$ cat src/rtl/sd_cmd_pkg.sv
package sd_cmd_pkg;
  typedef enum logic [1:0] {
    RSP_NONE  = 2'b00,
    RSP_LONG  = 2'b01,
    RSP_SHORT = 2'b10,
    RSP_BUSY  = 2'b11
  } rsp_kind_e;

  typedef struct packed {
    logic [5:0] idx;
    logic       data;
    logic       idx_chk;
    logic       crc_chk;
    rsp_kind_e  kind;
  } cmd_t;

  // command word field positions
  localparam int CW_IDX_LO  = 8;
  localparam int CW_DATA    = 5;
  localparam int CW_IDXCHK  = 4;
  localparam int CW_CRCCHK  = 3;
  // present-state bit positions
  localparam int PS_CMD_INH = 0;
  localparam int PS_DAT_INH = 1;
  localparam int PS_DAT_LO  = 20;
  // short-frame field positions
  localparam int SF_IDX_LO  = 40;
  localparam int SF_BODY_LO = 8;

  function automatic cmd_t decode_cmd(input logic [15:0] w);
    cmd_t c;
    c.idx     = w[CW_IDX_LO +: 6];
    c.data    = w[CW_DATA];
    c.idx_chk = w[CW_IDXCHK];
    c.crc_chk = w[CW_CRCCHK];
    c.kind    = rsp_kind_e'(w[1:0]);
    return c;
  endfunction

  function automatic logic uses_dat(input cmd_t c);
    return c.data || (c.kind == RSP_BUSY);
  endfunction
endpackage

$ cat src/rtl/sd_cmd_regs.sv
module sd_cmd_regs
  import sd_cmd_pkg::*;
#(
  parameter int DATA_W = 32,
  parameter int ARG_W  = 32
) (
  input  logic              clk_i,
  input  logic              rst_ni,
  input  logic              wr_en_i,
  input  logic              wr_sel_i,
  input  logic [DATA_W-1:0] wr_data_i,
  input  logic              accept_i,
  output logic              cmd_wr_o,
  output cmd_t              new_cmd_o,
  output cmd_t              cur_cmd_o,
  output logic [ARG_W-1:0]  cur_arg_o
);
  logic [ARG_W-1:0] arg_q;
  logic [15:0]      cw;
  logic             unused_cw;

  assign cw        = wr_data_i[15:0];
  assign unused_cw = ^{cw[15:14], cw[7:6], cw[2]};
  assign cmd_wr_o  = wr_en_i && wr_sel_i;
  assign new_cmd_o = decode_cmd(cw);

  always_ff @(posedge clk_i or negedge rst_ni) begin
    if (!rst_ni) begin
      arg_q     <= '0;
      cur_arg_o <= '0;
      cur_cmd_o <= '0;
    end else begin
      if (wr_en_i && !wr_sel_i) arg_q <= wr_data_i[ARG_W-1:0];
      if (accept_i) begin
        cur_cmd_o <= new_cmd_o;
        cur_arg_o <= arg_q;
      end
    end
  end
endmodule

$ cat src/rtl/sd_cmd_fsm.sv
module sd_cmd_fsm
  import sd_cmd_pkg::*;
(
  input  logic clk_i,
  input  logic rst_ni,
  input  logic cmd_wr_i,
  input  cmd_t new_cmd_i,
  input  cmd_t cur_cmd_i,
  input  logic rsp_valid_i,
  input  logic timeout_i,
  input  logic chk_fail_i,
  input  logic dat0_i,
  input  logic xfer_done_i,
  output logic accept_o,
  output logic issue_o,
  output logic cmd_inh_o,
  output logic dat_inh_o,
  output logic cap_o,
  output logic done_o,
  output logic err_o
);
  typedef enum logic [1:0] {ST_IDLE, ST_ISSUE, ST_WAIT} st_e;
  st_e  st_q, st_d;
  logic dmode_data_q, busy_arm_q;
  logic done_d, err_d, fin;

  assign accept_o  = cmd_wr_i && (st_q == ST_IDLE) && !(dat_inh_o && uses_dat(new_cmd_i));
  assign issue_o   = (st_q == ST_ISSUE);
  assign cmd_inh_o = (st_q != ST_IDLE);
  assign fin       = (st_q == ST_WAIT) && (rsp_valid_i || timeout_i);
  assign err_d     = fin && (timeout_i || chk_fail_i);
  assign cap_o     = fin && !err_d;
  assign done_d    = cap_o || ((st_q == ST_ISSUE) && (cur_cmd_i.kind == RSP_NONE));

  always_comb begin
    st_d = st_q;
    unique case (st_q)
      ST_IDLE:  if (accept_o) st_d = ST_ISSUE;
      ST_ISSUE: st_d = (cur_cmd_i.kind == RSP_NONE) ? ST_IDLE : ST_WAIT;
      ST_WAIT:  if (fin) st_d = ST_IDLE;
      default:  st_d = ST_IDLE;
    endcase
  end

  always_ff @(posedge clk_i or negedge rst_ni) begin
    if (!rst_ni) begin
      st_q   <= ST_IDLE;
      done_o <= 1'b0;
      err_o  <= 1'b0;
    end else begin
      st_q   <= st_d;
      done_o <= done_d;
      err_o  <= err_d;
    end
  end

  // DAT line ownership: data transfer or post-response busy
  always_ff @(posedge clk_i or negedge rst_ni) begin
    if (!rst_ni) begin
      dat_inh_o    <= 1'b0;
      dmode_data_q <= 1'b0;
      busy_arm_q   <= 1'b0;
    end else if (accept_o && uses_dat(new_cmd_i)) begin
      dat_inh_o    <= 1'b1;
      dmode_data_q <= new_cmd_i.data;
      busy_arm_q   <= 1'b0;
    end else if (err_d && uses_dat(cur_cmd_i)) begin
      dat_inh_o  <= 1'b0;
      busy_arm_q <= 1'b0;
    end else if (dat_inh_o) begin
      if (dmode_data_q) begin
        if (xfer_done_i) dat_inh_o <= 1'b0;
      end else begin
        if (busy_arm_q && dat0_i) begin
          dat_inh_o  <= 1'b0;
          busy_arm_q <= 1'b0;
        end else if (cap_o) begin
          busy_arm_q <= 1'b1;
        end
      end
    end
  end
endmodule

$ cat src/rtl/sd_rsp_store.sv
module sd_rsp_store
  import sd_cmd_pkg::*;
#(
  parameter int WORD_W  = 32,
  parameter int WORDS   = 4,
  parameter int FRAME_W = 136
) (
  input  logic                    clk_i,
  input  logic                    rst_ni,
  input  logic [FRAME_W-1:0]      frame_i,
  input  logic                    crc_ok_i,
  input  cmd_t                    cmd_i,
  input  logic                    cap_i,
  output logic                    chk_fail_o,
  output logic [WORD_W*WORDS-1:0] rsp_o
);
  localparam int PAY_W = FRAME_W - 16;
  localparam int PAD_W = WORD_W * WORDS - PAY_W;

  logic [WORD_W*WORDS-1:0] long_words;
  logic idx_bad, crc_bad, unused_frame;

  assign long_words   = {{PAD_W{1'b0}}, frame_i[FRAME_W-9:8]};
  assign idx_bad      = cmd_i.idx_chk && (cmd_i.kind != RSP_LONG) &&
                        (frame_i[SF_IDX_LO +: 6] != cmd_i.idx);
  assign crc_bad      = cmd_i.crc_chk && !crc_ok_i;
  assign chk_fail_o   = idx_bad || crc_bad;
  assign unused_frame = ^{frame_i[FRAME_W-1:FRAME_W-8], frame_i[7:0]};

  for (genvar j = 0; j < WORDS; j++) begin : g_word
    always_ff @(posedge clk_i or negedge rst_ni) begin
      if (!rst_ni) begin
        rsp_o[j*WORD_W +: WORD_W] <= '0;
      end else if (cap_i) begin
        if (cmd_i.kind == RSP_LONG)
          rsp_o[j*WORD_W +: WORD_W] <= long_words[j*WORD_W +: WORD_W];
        else if (j == 0)
          rsp_o[j*WORD_W +: WORD_W] <= frame_i[SF_BODY_LO +: WORD_W];
      end
    end
  end
endmodule

$ cat src/rtl/sd_cmd_issue.sv
module sd_cmd_issue
  import sd_cmd_pkg::*;
#(
  parameter int DATA_W  = 32,
  parameter int ARG_W   = 32,
  parameter int WORD_W  = 32,
  parameter int WORDS   = 4,
  parameter int FRAME_W = 136,
  parameter int DAT_W   = 4
) (
  input  logic                    clk_i,
  input  logic                    rst_ni,
  input  logic                    wr_en_i,
  input  logic                    wr_sel_i,
  input  logic [DATA_W-1:0]       wr_data_i,
  input  logic [DAT_W-1:0]        dat_i,
  input  logic                    xfer_done_i,
  input  logic                    card_rsp_valid_i,
  input  logic [FRAME_W-1:0]      card_rsp_i,
  input  logic                    card_crc_ok_i,
  input  logic                    card_timeout_i,
  output logic                    issue_o,
  output logic [5:0]              issue_idx_o,
  output logic [ARG_W-1:0]        issue_arg_o,
  output logic [1:0]              rsp_type_o,
  output logic [7:0]              rsp_len_o,
  output logic [31:0]             present_o,
  output logic [WORD_W*WORDS-1:0] rsp_o,
  output logic                    done_o,
  output logic                    err_o
);
  localparam int SHORT_LEN = 48;

  cmd_t new_cmd, cur_cmd;
  logic cmd_wr, accept, cap, chk_fail, cmd_inh, dat_inh;

  sd_cmd_regs #(.DATA_W(DATA_W), .ARG_W(ARG_W)) u_regs (
    .clk_i, .rst_ni, .wr_en_i, .wr_sel_i, .wr_data_i,
    .accept_i(accept), .cmd_wr_o(cmd_wr), .new_cmd_o(new_cmd),
    .cur_cmd_o(cur_cmd), .cur_arg_o(issue_arg_o)
  );

  sd_cmd_fsm u_fsm (
    .clk_i, .rst_ni, .cmd_wr_i(cmd_wr), .new_cmd_i(new_cmd), .cur_cmd_i(cur_cmd),
    .rsp_valid_i(card_rsp_valid_i), .timeout_i(card_timeout_i), .chk_fail_i(chk_fail),
    .dat0_i(dat_i[0]), .xfer_done_i, .accept_o(accept), .issue_o,
    .cmd_inh_o(cmd_inh), .dat_inh_o(dat_inh), .cap_o(cap), .done_o, .err_o
  );

  sd_rsp_store #(.WORD_W(WORD_W), .WORDS(WORDS), .FRAME_W(FRAME_W)) u_store (
    .clk_i, .rst_ni, .frame_i(card_rsp_i), .crc_ok_i(card_crc_ok_i),
    .cmd_i(cur_cmd), .cap_i(cap), .chk_fail_o(chk_fail), .rsp_o
  );

  assign issue_idx_o = cur_cmd.idx;
  assign rsp_type_o  = cur_cmd.kind;

  always_comb begin
    unique case (cur_cmd.kind)
      RSP_NONE: rsp_len_o = 8'd0;
      RSP_LONG: rsp_len_o = 8'(FRAME_W);
      default:  rsp_len_o = 8'(SHORT_LEN);
    endcase
  end

  always_comb begin
    present_o = '0;
    present_o[PS_CMD_INH] = cmd_inh;
    present_o[PS_DAT_INH] = dat_inh;
    present_o[PS_DAT_LO +: DAT_W] = dat_i;
  end
endmodule

$ cat config.mk
export PLATFORM = sky130hd
export DESIGN_NAME = sd_cmd_issue
export DESIGN_NICKNAME = d
export VERILOG_FILES = /design/src/rtl/sd_cmd_pkg.sv /design/src/rtl/sd_cmd_regs.sv /design/src/rtl/sd_cmd_fsm.sv /design/src/rtl/sd_rsp_store.sv /design/src/rtl/sd_cmd_issue.sv
export SDC_FILE = /design/constraint.sdc
export NUM_CORES = 1
export LEC_CHECK = 0
export ABC_CLOCK_PERIOD_IN_PS = 2040
export BUFFER_PORTS_ARGS = -buffer_cell sky130_fd_sc_hd__buf_2
export CAP_MARGIN = 20
export CORE_AREA = 4 4 149 151
export DETAILED_ROUTE_END_ITERATION = 12
export DIE_AREA = 0 0 153 155
export HOLD_SLACK_MARGIN = 0.12
export PLACE_DENSITY = 0.78
export SLEW_MARGIN = 20
export SYNTH_ARGS = -nofsm -noshare
export SYNTH_HDL_FRONTEND = slang
export SYNTH_SLANG_ARGS = --single-unit
$ cat constraint.sdc
create_clock -name clk_i -period 2.04 [get_ports clk_i]
set_clock_uncertainty 0.1 [all_clocks]
set_input_delay 0.408 -clock clk_i [delete_from_list [all_inputs] [get_ports clk_i]]
set_output_delay 0.408 -clock clk_i [all_outputs]
set_load 0.05 [all_outputs]
# ---- After elaboration in Yosys (flattened, before gate mapping)
# Cells that the tools add are included.
dict set report totals {
  ff_bits 202
  input_bits 180
  wordCells 77
  out_inout_bits 211
}
dict set report op_classes {
  n_reduce_logical 33
  eq_ne 10
  n_mux 17
}
# op n
set op_table {}
lappend op_table {{$pmux 8 s2} 1}
lappend op_table {{$logic_and 1x1->1} 15}
lappend op_table {{$mux 1} 12}
lappend op_table {{$eq 2x2->1 const B} 3}
lappend op_table {{$logic_or 1x1->1} 6}
lappend op_table {{$mux 2} 3}
lappend op_table {{$ne 2x1->1 const B} 3}
lappend op_table {{$ne 6x6->1} 1}
lappend op_table {{$pmux 2 s3} 1}
lappend op_table {{$eq 2x1->1 const B} 2}
lappend op_table {{$logic_not 1->1} 4}
lappend op_table {{$logic_not 2->1} 2}
lappend op_table {{$reduce_and 2->1} 2}
lappend op_table {{$reduce_bool 4->1} 1}
lappend op_table {{$ne 3x3->1 const B} 1}
lappend op_table {{$reduce_and 3->1} 1}
lappend op_table {{$reduce_bool 3->1} 1}
lappend op_table {{$reduce_bool 2->1} 1}

# ---- Longest topological paths before layout
# Gate-level depths: netlist (run 1).
dict set report depth {
  depth_word 14
  ltp_mapped 8
  depth_no_buf 5
}

# ---- By module
# From an unflattened synthesis (run 1), not the netlist that was laid out.
dict set report hier_totals {
  hier_cells 523
  hier_area_um2 8399.3
}
# module instances seq_area_each_um2 cells_each area_each_um2
set by_module_without_submodules {}
lappend by_module_without_submodules {sd_rsp_store 1 3002.9 275 4683.2}
lappend by_module_without_submodules {sd_cmd_regs 1 1876.8 172 3044.2}
lappend by_module_without_submodules {sd_cmd_fsm 1 175.2 35 372.9}
lappend by_module_without_submodules {sd_cmd_issue 1 0.0 41 299.0}

# ---- Least setup slack after synthesis (run 1)
# Ideal clock, no wire load.
dict set report synth_timing {
  path_type {register to register}
  from {register u_regs.cur_cmd_o[1] (netlist name)}
  to {register u_store.rsp_o[43]}
  path_stages_with_launch 9
  required_ns 1.815
  setup_slack_ns -0.223
  arrival_ns 2.038
  setup_ns 0.125
  period_less_slack_ns 2.263
  n_path_buf 3
  cell_sequence {dfrtp_1 > nor2b_2 > nor2b_1 > nor2_1 > o211a_1 > buf_6 > buf_12 > buf_12 > mux2_4}
}
dict set report synth_between {
  elab_chain_len 9
  elab_cells_between_ends 10
  cone_classes {eq/ne: 2; reduce/logical: 8}
}
# item line
set synth_lines {}
lappend synth_lines {{start: declaration} sd_cmd_regs.sv:15} ;# output cmd_t cur_cmd_o,
lappend synth_lines {{start signal: assignment} sd_cmd_regs.sv:35} ;# cur_cmd_o <= new_cmd_o;
lappend synth_lines {{$ne 2x1->1} sd_rsp_store.sv:24} ;# assign idx_bad = cmd_i.idx_chk && (cmd_i.kind != RSP_LONG) &&
lappend synth_lines {{$logic_and 1x1->1 (2 in series)} sd_rsp_store.sv:24}
lappend synth_lines {{$logic_or 1x1->1} sd_rsp_store.sv:27} ;# assign chk_fail_o = idx_bad || crc_bad;
lappend synth_lines {{$logic_or 1x1->1} sd_cmd_fsm.sv:31} ;# assign err_d = fin && (timeout_i || chk_fail_i);
lappend synth_lines {{$logic_and 1x1->1} sd_cmd_fsm.sv:31}
lappend synth_lines {{$logic_not 1->1} sd_cmd_fsm.sv:32} ;# assign cap_o = fin && !err_d;
lappend synth_lines {{$logic_and 1x1->1} sd_cmd_fsm.sv:32}
lappend synth_lines {{$reduce_and 2->1 (no line) (*)} n/a}
lappend synth_lines {{end signal: indexed assignment} sd_rsp_store.sv:36} ;# rsp_o[j*WORD_W +: WORD_W] <= long_words[j*WORD_W +: WORD_W];
lappend synth_lines {{end signal: indexed assignment} sd_rsp_store.sv:38} ;# rsp_o[j*WORD_W +: WORD_W] <= frame_i[SF_BODY_LO +: WORD_W];
lappend synth_lines {{end: declaration} sd_rsp_store.sv:15} ;# output logic [WORD_W*WORDS-1:0] rsp_o
# Every way passes the cells marked *; elsewhere a longest branch is shown, timed or not.
# A chain may end at the register's enable or synchronous reset.

# ---- Worst setup path in the final report (run 1)
dict set report layout_timing {
  from {register u_regs.cur_cmd_o[6] (netlist name)}
  to {register u_store.rsp_o[57]}
}
dict set report layout_between {
  elab_chain_len 8
}
# item line
set layout_lines {}
lappend layout_lines {{$ne 6x6->1} sd_rsp_store.sv:25} ;# (frame_i[SF_IDX_LO +: 6] != cmd_i.idx);
lappend layout_lines {{$logic_and 1x1->1} sd_rsp_store.sv:24}
lappend layout_lines {{$logic_or 1x1->1} sd_rsp_store.sv:27}
lappend layout_lines {{$logic_or 1x1->1} sd_cmd_fsm.sv:31}
lappend layout_lines {{$logic_and 1x1->1} sd_cmd_fsm.sv:31}
lappend layout_lines {{$logic_not 1->1} sd_cmd_fsm.sv:32}
lappend layout_lines {{$logic_and 1x1->1} sd_cmd_fsm.sv:32}
lappend layout_lines {{$reduce_and 2->1 (no line)} n/a}
# No other way between the ends.

==> impl_metrics.yaml, run 1 <==
placed_design:
  port_buffers: 330
  hpwl_mm: 15.2
  place_inst: 1115
  place.gp.congestion: 0.804
  postPlaceCellArea_sq_um: 10100
worst_setup_path:
  critPathCaptureType: "flip-flop"
  path_class: "flip-flop to flip-flop"
  critPathRequiredTime_ns: 2.32
  crit_chain: "xnor2_2 -> nand4_1 -> nor4_4 -> o211a_4 -> buf_4 -> clkbuf_16 -> mux2_4"
  startpoint_type: "flip-flop"
  cp_data_arrival_time_ns: 2.49
  cpMaxStageDelayCell: "dfrtp_1"
  crit_path_max_incr_delay_ns: 0.40
  crit_fanout: 9
synth:
  synth_most_common_cell: "dfrtp_1"
  synth_area_leaders: "dfrtp_1, mux2_2, buf_4"
  synth_compound_area_share_pct: 1.13
  ys_top_cells_by_count: "dfrtp_1, mux2_2, buf_4, mux2_4, nor2_1"
  synthMuxAreaShare_pct: 27.5
  synth_area_leader_cell: "dfrtp_1"
  syn_area_sq_um: 8210
  yosysWarningCount: 0
  synthAdderAreaFrac_pct: 0
  synth_async_sr_flop_share_pct: 100
  synth.distinct_cells: 34
  yosysTopAreaCellShare_pct: 61.6
  dominantRegCellSynth: "dfrtp_1"
  synth_seq_cells: 202
  synthSimpleGateAreaFrac_pct: 1.68
  synthXorXnorAreaFrac_pct: 0.640
  syn_avg_cell_area_sq_um: 15.8
  yosysSeqAreaShare_pct: 61.6
  synth_top_family_by_area: "multiplexers"
  syn_inst: 521
  synth-edff-count: 0
layout:
  diodes: 0
  drive_gt1_share_pct: 59.1
  stdcell_count: 1328
  nNetsFinal: 1218
  stdcell_area_sq_um: 13100
  area_growth_pct: 59.5
sta:
  hold_violations: 0
  fin_crit_sh_pct: 108
  holdWs_ns: 0.165
  fin_crit_ns: 2.21
  tns_ns: -15.81
  fmaxAchievable_mhz: 452
  drv_slew: 0
  setup-violations-final: 122
  finalWorstSetupSlack_ns: -0.171
  grt_setup_unrepaired: "true"
clocking:
  cts_root_buffer: "clkbuf_16"
  clk_pin_slew_ns: 0.06
  clk_latency_ns: 0.49
  cts_num_sinks: 202
  cts_tree: "built"
  htree_num_levels: 1
  cts-root-to-sink-buffers: 3
  cts_buffers: 22
power:
  p_total_w: 0.0227
  p_per_area_nw_per_um2: 1740
  power_leakage_nw: 6.67
  peakVddDrop_mv: 1.29
drt:
  viasPerCell: 4.73
  via_count: 6278
  wl_per_cell_microns: 20.7
  detail-route-antenna-nets: 0
  firstDrtPassIters: 6
  wirelength_mm: 27.4
  drt_iter0_drc: 354
  drc: 0
grt:
  grt_use_total_pct: 20.3
  busiest_layer: "met2"
  grt_pass1_vias: 6760
  antenna_found_initial: 1
  grtUsageMet3_pct: 4.95
  met1_usage_pct: 24.1
  grt_pass1_wl_mm: 38.7
  grt_overflow: 0
  gr-usage-met2_pct: 36.7
  grt_max_degree: 48
floorplan:
  num_io_pins: 391
  die_h_microns: 155
  die_w_microns: 153
  num_rows: 53
  core-area_sq_um: 20800
  die_area_sq_um: 23700
  initial_core_util_pct: 39.4
status:
  status: "complete, but fails checks"
  violations: "negative setup slack"
hold_path:
  min_path_type: "input pin to flip-flop"
run:
  maxCapViolCount: 0
## report_power, final
part,leakage [nW],internal [W],switching [W],total (W)
logic,3.75,0.00366,0.00821,0.0119
registers,2.56,0.00577,0.00111,0.00688
clock network,0.356,0.00233,0.00164,0.00397
## cell usage in the layout, fill, tap and decap left out, types with 3 or more instances in the layout
cell and count:
buf_12 10, buf_16 4, buf_2 329, buf_4 26
buf_6 3, clkbuf_16 29, clkbuf_8 5, clkinv_2 5
clkinvlp_4 3, conb_1 38, dfrtp_1 201, dlygate4sd3_1 154
inv_1 5, mux2_2 90, mux2_4 104, nor2_1 5
nor2b_1 3, o21ai_0 3
## stage by stage
step | utilization [%] | setup WS (ns)
after global placement | 48.5 | -0.294
final | 62.9 | -0.171
after floorplan | - | -0.0320
after detailed placement | 48.5 | -0.365
after global routing | 62.9 | -0.246
after CTS | 60.9 | -0.202
## cells by family (layout without fill, tap and decap cells)
group           after synthesis  count (layout)
xor+xnor                      6               6
other cells                   1              38
mux                         194             194
simple gates                 23              23
compound gates               13              13
flops                       202             202
buf+inv                      82             577
## routing by layer
layer / wire length (microns) / up-vias
met1: 10300 / 3188
met2: 14600 / 294
met4: 729 / 0
met5: 0 / -
met3: 1820 / 53
li1: - / 2743
## worst paths after layout
check | cells past startpoint | to | slack (ns) | startpoint
min | 3 | u_store.rsp_o[32] | 0.16 | card_rsp_i[40]
min in group asynchronous | 2 | u_store.rsp_o[73] | 0.33 | rst_ni
max reg2reg | 7 | u_store.rsp_o[57] | -0.17 | u_regs.cur_cmd_o[6]
max | 7 | u_store.rsp_o[57] | -0.17 | u_regs.cur_cmd_o[6]
max in group asynchronous | 3 | u_fsm.err_o | 0.91 | rst_ni
min reg2reg | 1 | u_regs.cur_arg_o[19] | 0.40 | u_regs.arg_q[19]
## flip-flops by register name (all words and copies together), names as in the netlist
name                cells
u_fsm.err_o             1
u_store.rsp_o         120
u_fsm.dat_inh_o         1
u_fsm.done_o            1
u_regs.arg_q           32
u_fsm.dmode_data_q      1
u_regs.cur_arg_o       32
u_fsm.st_q              2
u_fsm.busy_arm_q        1
u_regs.cur_cmd_o       11
## cell type report
cell class / instances / area, sq um
inverters: 5 / 18.8
multi-input cells: 274 / 3050
clock inverters: 11 / 95.1
repair buffers: 533 / 3890
well taps: 275 / 344
fillers: 1423 / 7730
flip-flops and latches: 202 / 5060
clock buffers: 28 / 634
## critical path, delay by kind of cell, from the launching register on
kind                      cells  cell delay [ns]
xor gates and xnor gates      1             0.16
and+or+nand+nor               2             0.51
buffers and inverters         2             0.34
AOI/OAI and AO/OA             1             0.26
muxes                         1             0.31
DFF                           1             0.40
## what timing repair did
| action | CTS | global route |
|---|---|---|
| hold buffers | 153 | 1 |
| endpoints found under the setup margin | 119 | 122 |
| cloned | 4 | 8 |
| resized for setup | 29 | 71 |
| buffers inserted | 9 | 3 |
| hold endpoints to repair | 202 | 1 |
| pin swaps | 0 | 6 |
Note: power is estimated with default switching activity, not from simulation.
==> run 2, diff against run 1 <==
--- a/config.mk
+++ b/config.mk
@@ -5,14 +5,14 @@
 export SDC_FILE = /design/constraint.sdc
 export NUM_CORES = 1
 export LEC_CHECK = 0
-export ABC_CLOCK_PERIOD_IN_PS = 2040
+export ABC_CLOCK_PERIOD_IN_PS = 2100
 export BUFFER_PORTS_ARGS = -buffer_cell sky130_fd_sc_hd__buf_2
 export CAP_MARGIN = 20
-export CORE_AREA = 4 4 149 151
+export CORE_AREA = 4 4 150 152
 export DETAILED_ROUTE_END_ITERATION = 12
-export DIE_AREA = 0 0 153 155
+export DIE_AREA = 0 0 154 156
 export HOLD_SLACK_MARGIN = 0.12
-export PLACE_DENSITY = 0.78
+export PLACE_DENSITY = 0.75
 export SLEW_MARGIN = 20
 export SYNTH_ARGS = -nofsm -noshare
 export SYNTH_HDL_FRONTEND = slang
==> constraint.sdc (replaced) <==
create_clock -name clk_i -period 2.1 [get_ports clk_i]
set_clock_uncertainty 0.1 [all_clocks]
set_input_delay 0.42 -clock clk_i [delete_from_list [all_inputs] [get_ports clk_i]]
set_output_delay 0.42 -clock clk_i [all_outputs]
set_load 0.05 [all_outputs]
==> run 2 against run 1 <==
  * Clock-buffer cell count rose by 5
  * Hold slack got worse by 0.0078 ns
  * Cell count about the same
  * Clock power is 5% lower
  * The flow still finishes with violations (negative setup slack)
  * Critical endpoint is now u_store.rsp_o[64]
==> impl_metrics.yaml, run 2 (same netlist as run 1, synthesis figures left out) <==
status:
  status: "complete, but fails checks"
  violations: "negative setup slack"
drt:
  wl_per_cell_microns: 20.3
  drt_iter0_drc: 198
  firstDrtPassIters: 4
  drc: 0
  detail-route-antenna-nets: 0
  via_count: 6218
  wirelength_mm: 26.9
  viasPerCell: 4.69
power:
  p_total_w: 0.0219
  p_per_area_nw_per_um2: 1670
  peakVddDrop_mv: 1.41
  power_leakage_nw: 6.66
sta:
  finalWorstSetupSlack_ns: -0.0783
  setup-violations-final: 96
  relSlewSlack_pct: 66.5
  grt_setup_unrepaired: "true"
  tns_ns: -3.72
  hold_violations: 0
  drv_slew: 0
  fin_crit_ns: 2.18
  worst_slew_pin_slew_ns: 0.502
  fin_crit_sh_pct: 104
  fmaxAchievable_mhz: 459
hold_path:
  whs_path_depth: 3
  min_path_type: "input pin to flip-flop"
  min-delay-start: "card_rsp_i[40]"
  hold_end: "u_store.rsp_o[32]"
floorplan:
  core-area_sq_um: 21000
  die_area_sq_um: 24000
  num_io_pins: 391
  num_rows: 53
  initial_core_util_pct: 39.0
  die_h_microns: 156
  die_w_microns: 154
worst_setup_path:
  reg2reg_setup_slack_ns: -0.08
  critPathRequiredTime_ns: 2.37
  crit_fanout: 11
  cp_data_arrival_time_ns: 2.45
  r2r-start: "u_regs.cur_cmd_o[9]"
  critPathCaptureType: "flip-flop"
  path_class: "flip-flop to flip-flop"
  r2r_end: "u_store.rsp_o[64]"
  startpoint_type: "flip-flop"
  ff2ff_path_depth: 7
clocking:
  cts-root-to-sink-buffers: 3
  clk_latency_ns: 0.50
  cts_num_sinks: 202
  clk_pin_slew_ns: 0.06
  cts_buffers: 22
  cts_tree: "built"
  htree_num_levels: 1
  cts_root_buffer: "clkbuf_16"
grt:
  antenna_found_initial: 0
  grt_max_degree: 59
  grt_use_total_pct: 20.5
  grt_pass1_vias: 6895
  grt_pass1_wl_mm: 39.2
  grt_overflow: 0
placed_design:
  dp_slack_ns: -0.281
  place.gp.congestion: 0.794
  port_buffers: 330
  hpwl_mm: 15.1
layout:
  nNetsFinal: 1216
  drive_gt1_share_pct: 58.3
  multiInputGateArea_sq_um: 3010
  largest_register_ffs: 120
  final_cell_mix: "buf_2, dfrtp_1, dlygate4sd3_1"
  area_growth_pct: 59.3
  final_common_cell: "buf_2"
  register_area_sq_um: 5050
  n_fill_cell: 1516
  top_regs: "u_store.rsp_o: 120 flops, u_regs.arg_q: 32 flops, u_regs.cur_arg_o: 32 flops"
  top_register: "u_store.rsp_o"
  fin_util_pct: 62.2
run:
  maxCapViolCount: 0
run 2: changes by cell type in the layout (fill, tap and decap cells not counted), moves of 2 or more:
cell / before / now
clkinv_2: 5 / 3
clkbuf_16: 29 / 27
mux2_2: 90 / 95
buf_12: 10 / 8
buf_4: 26 / 22
mux2_4: 104 / 99
clkinv_4: 2 / 0
clkinvlp_4: 3 / 1
clkbuf_1: 1 / 6
buf_16: 4 / 9
run 2: cell type report:
cell class                 count  area share (%)
sequential                   202            38.6
timing repair buffer         531            30.1
multi-input combinational    274            23.0
clock buffer                  33            4.91
tap                          275            2.63
clock inverter                 6           0.526
inverter                       5           0.143
antenna                        1          0.0191
run 2: layer usage:
layer	vias up	global-route usage (%)	share of wire (%)
met1	3108	24.1	37
met4	0	5.38	2.7
met2	296	37.4	53
met3	57	5.41	7.4
li1	2757	-	-
met5	-	0	0
run 2: per-stage QoR:
stage	hold slack (ns)	instance area (sq um)	instances
after floorplan	0.0244	8350	558
after global placement	0.338	10100	1113
after detailed placement	0.343	10100	1113
after CTS	0.129	12800	1322
after global routing	0.137	13100	1326
final	0.157	13100	1327
run 2: repair_timing:
item | in CTS | in global routing
cloned | 7 | 5
hold buffers | 153 | 0
endpoints found under the setup margin | 120 | 121
resized for setup | 42 | 55
buffers inserted | 10 | 1
hold endpoints to repair | 215 | 0
pin swaps | 5 | 7
run 2: power breakdown:
| group | switching, W | internal, W | total (W) |
|---|---|---|---|
| Sequential | 0.000988 | 0.00560 | 0.00658 |
| Combinational | 0.00796 | 0.00354 | 0.0115 |
| Clock | 0.00155 | 0.00224 | 0.00378 |
run 2: critical path, stage by stage, from the launching register on:
cell and delay (ns):
dfrtp_1 0.40, xnor2_2 0.18, nand4_1 0.16, nor4_4 0.28, o211a_4 0.26, buf_6 0.15
buf_16 0.15, mux2_2 0.36
run 2: worst max-delay path by stage:
stage,from,endpoint,slack [ns]
2_1_floorplan,u_regs.cur_cmd_o[1],u_store.rsp_o[43],0.02
3_3_place_gp,card_rsp_i[44],u_store.rsp_o[116],-0.23
3_5_place_dp,card_rsp_i[44],u_store.rsp_o[64],-0.28
4_1_cts,u_regs.cur_cmd_o[9],u_store.rsp_o[50],-0.15
5_1_grt,u_regs.cur_cmd_o[9],u_store.rsp_o[64],-0.22
6_report,u_regs.cur_cmd_o[9],u_store.rsp_o[64],-0.08
==> run 3, diff against run 2 <==
--- a/config.mk
+++ b/config.mk
@@ -5,12 +5,13 @@
 export SDC_FILE = /design/constraint.sdc
 export NUM_CORES = 1
 export LEC_CHECK = 0
+export ABC_AREA = 1
 export ABC_CLOCK_PERIOD_IN_PS = 2100
 export BUFFER_PORTS_ARGS = -buffer_cell sky130_fd_sc_hd__buf_2
 export CAP_MARGIN = 20
-export CORE_AREA = 4 4 150 152
+export CORE_AREA = 4 4 151 153
 export DETAILED_ROUTE_END_ITERATION = 12
-export DIE_AREA = 0 0 154 156
+export DIE_AREA = 0 0 155 157
 export HOLD_SLACK_MARGIN = 0.12
 export PLACE_DENSITY = 0.75
 export SLEW_MARGIN = 20
==> run 3 against run 2 <==
  * The run now ends clean
  * Power decreased by 23%
  * Synthesized cell count up 76%
  * Combinational power down 36%
  * Largest power group unchanged
==> impl_metrics.yaml, run 3 <==
power:
  p_int_w: 0.00915
  peakVddDrop_mv: 0.837
  pwr-share-clk_pct: 23.1
  power.switching_w: 0.00777
  p_per_area_nw_per_um2: 1330
  p_sw_share_pct: 45.9
  combPwrFrac_pct: 43.4
  power_leakage_nw: 7.22
  pwr-share-seq_pct: 33.4
worst_setup_path:
  cpMaxStageDelayCell: "dlygate4sd3_1"
  r2r_end: "u_store.rsp_o[103]"
  crit_chain: "dlygate4sd3_1 -> inv_1 -> nand2_1 -> nand2_1 -> nor2_1 -> nand3_1 -> nand2_1 -> buf_6 -> nand4_4 -> buf_12 -> buf_12 -> clkbuf_16 -> o21ai_1"
  cpMostUsedCell: "nand2_1"
  path_class: "input pin to flip-flop"
  r2r-start: "u_regs.cur_cmd_o[6]"
  cp_data_arrival_time_ns: 2.31
  critPathCaptureType: "flip-flop"
  crit_path_max_incr_delay_ns: 0.56
  startpoint_type: "input pin"
  critPathRequiredTime_ns: 2.40
  reg2reg_setup_slack_ns: 0.17
  crit_fanout: 19
  ff2ff_path_depth: 12
run:
  maxCapViolCount: 0
hold_path:
  whs_path_depth: 3
  min_path_type: "input pin to flip-flop"
  hold_end: "u_store.rsp_o[98]"
  min-delay-start: "card_rsp_i[106]"
synth:
  syn_avg_cell_area_sq_um: 9.08
  synth_area_leader_cell: "dfrtp_1"
  ys_top_cells_by_count: "nand2_1, dfrtp_1, inv_1, o21ai_1, buf_4"
  yosysWarningCount: 0
  dominantRegCellSynth: "dfrtp_1"
  synth_most_common_cell: "nand2_1"
  synth_async_sr_flop_share_pct: 100
  yosysTopAreaCellShare_pct: 60.6
  synth_seq_cells: 202
  yosysSeqAreaShare_pct: 60.6
  syn_inst: 919
  synth.distinct_cells: 20
  synth-edff-count: 0
  syn_area_sq_um: 8350
  synth_area_leaders: "dfrtp_1, nand2_1, inv_1"
sta:
  finalWorstSetupSlack_ns: 0.0896
  tns_ns: 0
  fin_crit_ns: 2.01
  hold_violations: 0
  fmaxAchievable_mhz: 497
  fin_crit_sh_pct: 95.7
  setup-violations-final: 0
  drv_slew: 0
drt:
  via_count: 7860
  viasPerCell: 4.63
  drc: 0
  drt_iter0_drc: 530
  wirelength_mm: 26.7
  firstDrtPassIters: 5
  detail-route-antenna-nets: 0
  wl_per_cell_microns: 15.7
status:
  status: "completed"
layout:
  top_regs: "u_store.rsp_o: 120 flops, u_regs.arg_q: 32 flops, u_regs.cur_arg_o: 32 flops"
  final_cell_mix: "buf_2, nand2_1, dfrtp_1"
  final_common_cell: "buf_2"
  nNetsFinal: 1581
  area_growth_pct: 52.4
  n_fill_cell: 1695
  top_register: "u_store.rsp_o"
  multiInputGateArea_sq_um: 2420
  register_area_sq_um: 5050
  drive_gt1_share_pct: 31.0
  largest_register_ffs: 120
clocking:
  cts_root_buffer: "clkbuf_16"
  cts_buffers: 22
  clk_pin_slew_ns: 0.06
  cts_num_sinks: 202
  clk_latency_ns: 0.49
  cts_tree: "built"
  htree_num_levels: 1
  cts-root-to-sink-buffers: 3
grt:
  grt_overflow: 0
  grt_max_degree: 52
  grt_pass1_vias: 7930
  grt_pass1_wl_mm: 40.4
  antenna_found_initial: 1
  grt_use_total_pct: 20.2
placed_design:
  hpwl_mm: 16.1
  port_buffers: 330
  dp_slack_ns: 0.128
  place.gp.congestion: 0.837
floorplan:
  core-area_sq_um: 21600
  die_h_microns: 157
  num_rows: 54
  die_w_microns: 155
  die_area_sq_um: 24300
  num_io_pins: 391
  initial_core_util_pct: 38.7
run 3: final cells by class:
type	instances	share of cell area, %
Timing Repair Buffer	518	28.9
Clock inverter	6	0.630
Multi-Input combinational cell	533	19.0
Tap cell	280	2.75
Sequential cell	202	39.7
Antenna cell	2	0.0394
Clock buffer	33	5.21
Inverter	124	3.66
run 3: power groups by stage:
stage	Combinational (W)	Sequential [W]	Clock (W)
after global placement	0.00689	0.00564	0
after CTS	0.00723	0.00561	0.00401
after detailed placement	0.00701	0.00565	0
after global routing	0.00775	0.00579	0.00419
final	0.00734	0.00566	0.00391
after floorplan	0.00219	0.00875	0
run 3: how the worst max path moves through the flow:
| stage | from | to | slack, ns |
|---|---|---|---|
| 3_3_place_gp | card_rsp_i[44] | u_store.rsp_o[63] | 0.16 |
| 3_5_place_dp | card_rsp_i[41] | u_store.rsp_o[111] | 0.13 |
| 2_1_floorplan | u_regs.cur_cmd_o[1] | u_store.rsp_o[101] | 0.13 |
| 6_report | card_rsp_i[45] | u_store.rsp_o[103] | 0.09 |
| 4_1_cts | u_regs.cur_cmd_o[0] | rsp_len_o[7] | 0.06 |
| 5_1_grt | card_rsp_i[45] | u_store.rsp_o[103] | -0.05 |
run 3: worst max-delay path, delay by kind of cell:
family | cells | cell delay (ns)
AOI/OAI and AO/OA | 1 | 0.18
buffers and inverters | 6 | 1.20
and+or+nand+nor | 6 | 0.51
run 3: timing repair:
item	CTS	global route
setup buffers	0	9
resized for setup	0	37
endpoints found under the hold margin	201	0
endpoints found under the setup margin	0	101
hold buffers	151	0
run 3: per-layer routing:
layer  routed length (microns)  global-route usage, %  vias to the layer above
li1                          -                      -                     3699
met1                      9920                   23.5                     3704
met2                     13600                   35.7                      376
met3                      2410                   5.69                       79
met4                       844                   7.19                        2
met5                         7                      0                        -
run 3: metrics by stage:
stage	utilization, %	power (W)	area (sq um)	hold slack, ns	cells
global placement	47.4	0.0125	10200	0.320	1500
CTS	57.8	0.0169	12500	0.130	1690
detailed placement	47.4	0.0127	10200	0.325	1500
finish	59.0	0.0169	12700	0.136	1698
global route	59.0	0.0177	12700	0.127	1696
floorplan	-	0.0109	8490	0.0244	956
run 3: cells by family (layout without fill, tap and decap cells):
kind of cell / after synthesis / in the layout / synth area share, %
simple gates: 354 / 354 / 16.8
buf+inv: 221 / 681 / 12.9
flops: 202 / 202 / 60.6
compound gates: 125 / 125 / 7.53
mux: 16 / 16 / 2.16
other cells: 1 / 40 / 0.0449
